File: src/rtl/hib_power_seq.sv
module hib_power_seq #(
  parameter int CNT_W   = 32,
  parameter int PRESC_W = 15,
  parameter int DIV_W   = 7
) (
  input  logic             clk,
  input  logic             rst_n,
  input  logic             wr_en,
  input  logic [2:0]       addr,
  input  logic [CNT_W-1:0] wdata,
  output logic [CNT_W-1:0] rd_data,
  input  logic             slow_tick_i,
  input  logic             fast_tick_i,
  input  logic             wake_pin_i,
  input  logic             lowbat_i,
  output logic             pwr_en_o,
  output logic             irq_o
);
  localparam int NSRC = 4;

  logic [6:1]         ctrl_q;
  logic [CNT_W-1:0]   count_q, match0_q, match1_q;
  logic [PRESC_W-1:0] presc_q;
  logic [DIV_W-1:0]   div_q;
  logic [NSRC-1:0]    mask_q, raw_q, events, clr;
  logic [7:0]         wsel;
  logic               pwr_q, hit0, hit1, src_tick, sec_tick, hib_req, wake;

  assign wsel     = wr_en ? (8'b1 << addr) : 8'b0;
  assign hit0     = (count_q == match0_q);
  assign hit1     = (count_q == match1_q);
  assign hib_req  = wsel[0] && wdata[0] && pwr_q && !(wdata[6] && lowbat_i);
  assign wake     = !pwr_q && ((ctrl_q[3] && wake_pin_i) || (ctrl_q[4] && (hit0 || hit1)));
  assign src_tick = ctrl_q[1] && (ctrl_q[2] ? (fast_tick_i && (&div_q)) : slow_tick_i);
  assign sec_tick = src_tick && (&presc_q);
  assign events   = {ctrl_q[3] && wake_pin_i, ctrl_q[5] && lowbat_i, hit1, hit0};
  assign clr      = wsel[5] ? wdata[NSRC-1:0] : '0;
  assign pwr_en_o = pwr_q;
  assign irq_o    = |(raw_q & mask_q);

  always_ff @(posedge clk or negedge rst_n) begin
    if (!rst_n) begin
      pwr_q    <= 1'b1;
      ctrl_q   <= '0;
      count_q  <= '0;
      match0_q <= '1;
      match1_q <= '1;
      presc_q  <= '0;
      div_q    <= '0;
      mask_q   <= '0;
      raw_q    <= '0;
    end else begin
      if (hib_req)   pwr_q <= 1'b0;
      else if (wake) pwr_q <= 1'b1;
      if (wsel[0]) ctrl_q   <= wdata[6:1];
      if (wsel[2]) match0_q <= wdata;
      if (wsel[3]) match1_q <= wdata;
      if (wsel[4]) mask_q   <= wdata[NSRC-1:0];
      raw_q <= (raw_q & ~clr) | events;
      if (wsel[1]) begin
        count_q <= wdata;
        presc_q <= '0;
        div_q   <= '0;
      end else begin
        if (ctrl_q[1] && ctrl_q[2] && fast_tick_i) div_q <= div_q + 1'b1;
        if (src_tick) presc_q <= presc_q + 1'b1;
        if (sec_tick) count_q <= count_q + 1'b1;
      end
    end
  end

  always_comb begin
    case (addr)
      3'd0:    rd_data = CNT_W'({ctrl_q, 1'b0});
      3'd1:    rd_data = count_q;
      3'd2:    rd_data = match0_q;
      3'd3:    rd_data = match1_q;
      3'd4:    rd_data = CNT_W'(mask_q);
      3'd5:    rd_data = CNT_W'(raw_q);
      3'd6:    rd_data = CNT_W'(raw_q & mask_q);
      default: rd_data = CNT_W'(pwr_q);
    endcase
  end
endmodule


File: config.mk
export PLATFORM = sky130hd
export DESIGN_NAME = hib_power_seq
export DESIGN_NICKNAME = d
export VERILOG_FILES = /design/src/rtl/hib_power_seq.sv
export SDC_FILE = /design/constraint.sdc
export NUM_CORES = 1
export LEC_CHECK = 0
export BUFFER_PORTS_ARGS = -buffer_cell sky130_fd_sc_hd__clkbuf_2
export CAP_MARGIN = 20
export CORE_MARGIN = 5
export CORE_UTILIZATION = 45
export DETAILED_ROUTE_END_ITERATION = 8
export GPL_TIMING_DRIVEN = 0
export PLACE_DENSITY = 0.72
export SLEW_MARGIN = 20
export SYNTH_ARGS = -nofsm -noshare
export SYNTH_HDL_FRONTEND = slang
export SYNTH_SLANG_ARGS = --single-unit
File: constraint.sdc
create_clock -name clk -period 2.4 [get_ports clk]
set_input_delay 0.12 -clock clk [delete_from_list [all_inputs] [get_ports clk]]
set_output_delay 0.12 -clock clk [all_outputs]
set_load 0.02 [all_outputs]
==> results.yml <==
place:
  port_buffers: 75
  place_inst: 1036
  dpl.hpwl_um: 15800
  place.gp.congestion: 0.906
global_route:
  overflow: 0
  antenna_found_initial: 0
  grt_pass1_wl_um: 34700
  grt_usage_pct: 22.4
  grt_max_degree: 72
  first_global_vias: 6246
outcome:
  status: "complete, no violations"
layout:
  final_cells: 1098
  n_antenna_cell: 0
  drive_gt1_share_pct: 34.1
  finalNetCount: 906
  most-common-layout-cells: "xor2_1 (99), clkbuf_2 (83), mux2_2 (81)"
  postLayoutCoreUtil_pct: 55.0
  areaGrowthSynthToFinish_pct: 20.8
  n_fill_cell: 1492
  layout_commonest_cell: "xor2_1"
synth:
  async_flop_share_pct: 100
  synthFlopType: "dfrtp_1"
  netlist_instances: 735
  syn_nets: 780
  ys_ff_latch: 133
  netlist_area_um2: 7790
  syn_area_per_cell_um2: 10.6
  synth.distinct_cells: 50
  yosys_warnings: 0
  synth-edff-count: 0
  ys_seq_area_share_pct: 43.8
critical_path:
  crit_path_top_delay_cell: "nor4_1"
  critPathLaunchType: "flop"
  regToRegEndpoint: "pwr_en_o"
  critPathMaxFanout: 8
  arrival_ps: 2670
  cp_cell_sequence: "clkbuf_1 -> xor2_1 -> nor4_1 -> nand4_1 -> nor2_1 -> o21ai_1 -> a22oi_1"
  r2r_cells: 7
  path_class: "reg -> reg"
  rr_startpoint: "count_q[15]"
  max_stage_delay_ps: 520
  path_buf_inv: 1
  r2r_setup_slack_ps: 80
  critPathTopFamily: "simple AND/OR/NAND/NOR gates"
  cp-end-kind: "flop"
  cp.required_ps: 2750
timing:
  max_slew_margin_pct: 50.6
  hold_violations: 0
  slew_viol_final: 0
  rsz0062_at_grt: "false"
  hold_slack_ps: 22.3
  max_freq_mhz: 430
  layout_min_cycle_time_ps: 2320
  skew_ps: 3.76
  finalSetupViolCount: 0
  tightest_slew_ps: 742
  period_share_pct: 96.9
route:
  post_drt_wl_per_cell_um: 20.2
  wl_um: 22100
  drt_iter0_markers: 601
  vias: 6270
  post-route-drc-count: 0
  drtAntennaViolNets: 0
  viasPerCell: 5.71
  dr.pass1.iters: 5
flow_run:
  cap_violations: 0
floorplanning:
  dieArea_um2: 20000
  rows: 48
  ioPinCount: 76
  chipWidth_um: 142
  start_util_pct: 45.5
  die_h_um: 142
  placeableCoreArea_um2: 17100
power:
  switching_power_mw: 2.48
  p_leak_nw: 4.01
  seq_power_share_pct: 41.4
  peakVddDrop_mv: 0.555
  clockPowerShare_pct: 33.0
  internal_power_mw: 5.41
  power.density_nw_per_um2: 838
  switching_share_pct: 31.5
  combPwrFrac_pct: 25.7
clocking:
  cts_tree: "yes"
  cts-htree-levels: 4
  clkLatencyLatePin_ps: 430
  post_cts_buffers: 0
  clk_pin_slew_ps: 60
  root_buffer: "clkbuf_16"
  numCtsBuffers: 17
  cts_sinks: 133
  cts_buffer_depth: 2
hold_path:
  min_to: "count_q[1]"
  hold_start: "wdata[1]"
  min_path_type: "in -> reg"
  hold_depth: 3
-- cells by family (layout without fill, tap and decap cells) --
family                   Yosys count  count (layout)  share of synthesized area (%)
AND/OR/NAND/NOR                  231             231                           15.6
AO/OA/AOI/OAI                     76              76                           6.49
adder cells (fa/ha/maj)            3               3                          0.482
flip-flops                       133             133                           43.8
XOR/XNOR                         115             115                           12.9
multiplexers                     111             111                           17.0
buffers and inverters             66             204                           3.76
-- power by group through the flow --
stage | Combinational [mW] | Sequential, mW | Clock, mW
floorplan | 1.41 | 3.16 | 0
global placement | 1.93 | 3.25 | 0
detailed placement | 1.96 | 3.28 | 0
CTS | 2.02 | 3.25 | 2.62
global route | 2.19 | 3.32 | 2.72
finish | 2.02 | 3.26 | 2.60
-- layout make-up --
cell class	instances	area [um2]	area share, %
inverters	3	11.3	0.120
repair buffers	108	732	7.78
well taps	225	282	2.99
plain buffers	62	290	3.08
multi-input cells	536	4100	43.6
flip-flops and latches	133	3410	36.2
clock buffers	23	488	5.18
clock inverters	8	98.8	1.05
-- layer usage --
layer	global-route usage, %	wire length (um)	vias to the layer above
li1	-	-	2836
met1	30.5	9580	3135
met3	4.99	1510	40
met4	7.07	485	0
met5	0	0	-
met2	35.9	10600	259
-- registers in the layout, indices dropped and copies added, names as in the netlist --
register,cells
pwr_en_o,1
count_q,32
div_q,7
ctrl_q,6
match0_q,32
match1_q,32
raw_q,4
presc_q,15
mask_q,4
-- through the flow --
step | area [um2] | setup TNS [ps] | setup WS (ps) | total power [mW]
after floorplan | 7790 | 0 | 370 | 4.57
after CTS | 9400 | 0 | 0.0415 | 7.89
final | 9410 | 0 | 75.6 | 7.89
after global routing | 9410 | 0 | 5.27 | 8.23
after global placement | 8450 | -69280 | -923 | 5.18
after detailed placement | 8490 | -4220 | -317 | 5.24
-- Yosys cell counts, types with 2 or more instances --
cell type	n	area share, %
a31oi_1	2	0.16
nand2_1	53	2.6
ha_1	3	0.48
a32oi_1	2	0.22
and3_1	14	1.1
o21ai_2	3	0.34
xor2_1	99	11
o21ai_1	27	1.7
nor2b_1	6	0.48
mux2i_1	5	0.64
a22oi_1	28	2.7
mux4_2	7	2.0
buf_2	8	0.51
o21ai_0	2	0.13
a21oi_1	7	0.45
nor2_1	64	3.1
nor3_1	8	0.51
a22o_1	2	0.22
buf_1	4	0.19
buf_6	4	0.58
nand2b_1	3	0.24
clkbuf_1	45	2.2
nand4_1	29	2.3
mux2_1	18	2.6
dfrtp_1	68	22
nand3_1	19	1.2
dfstp_2	65	22
xnor2_1	16	1.8
inv_1	2	0.096
and4b_1	3	0.39
a21o_1	2	0.19
nor4_1	17	1.4
mux2_2	81	12
or3_1	2	0.16
and4_1	2	0.22
-- worst register-to-register path, cell delays in order, from the launching register on --
cell and delay, ps:
dfrtp_1 330, clkbuf_1 350, xor2_1 160, nor4_1 520, nand4_1 270, nor2_1 300
o21ai_1 150, a22oi_1 170
-- how the worst max path moves through the flow --
stage                      startpoint     endpoint  slack, ps  cells after the start
after detailed placement      addr[1]   rd_data[9]       -320                      7
after CTS                     addr[0]  rd_data[15]       0.04                      7
after global placement          rst_n  count_q[27]       -920                      1
after floorplan            presc_q[0]  count_q[19]        370                      7
after global routing       count_q[2]  count_q[19]          5                      7
final                     count_q[15]     pwr_en_o         80                      7
-- what timing repair did --
item,in CTS,in global routing
hold endpoints to repair,122,0
hold buffers,32,0
endpoints found under the setup margin,20,37
resized for setup,5,12
No activity file was read; power rests on OpenSTA's default activity.
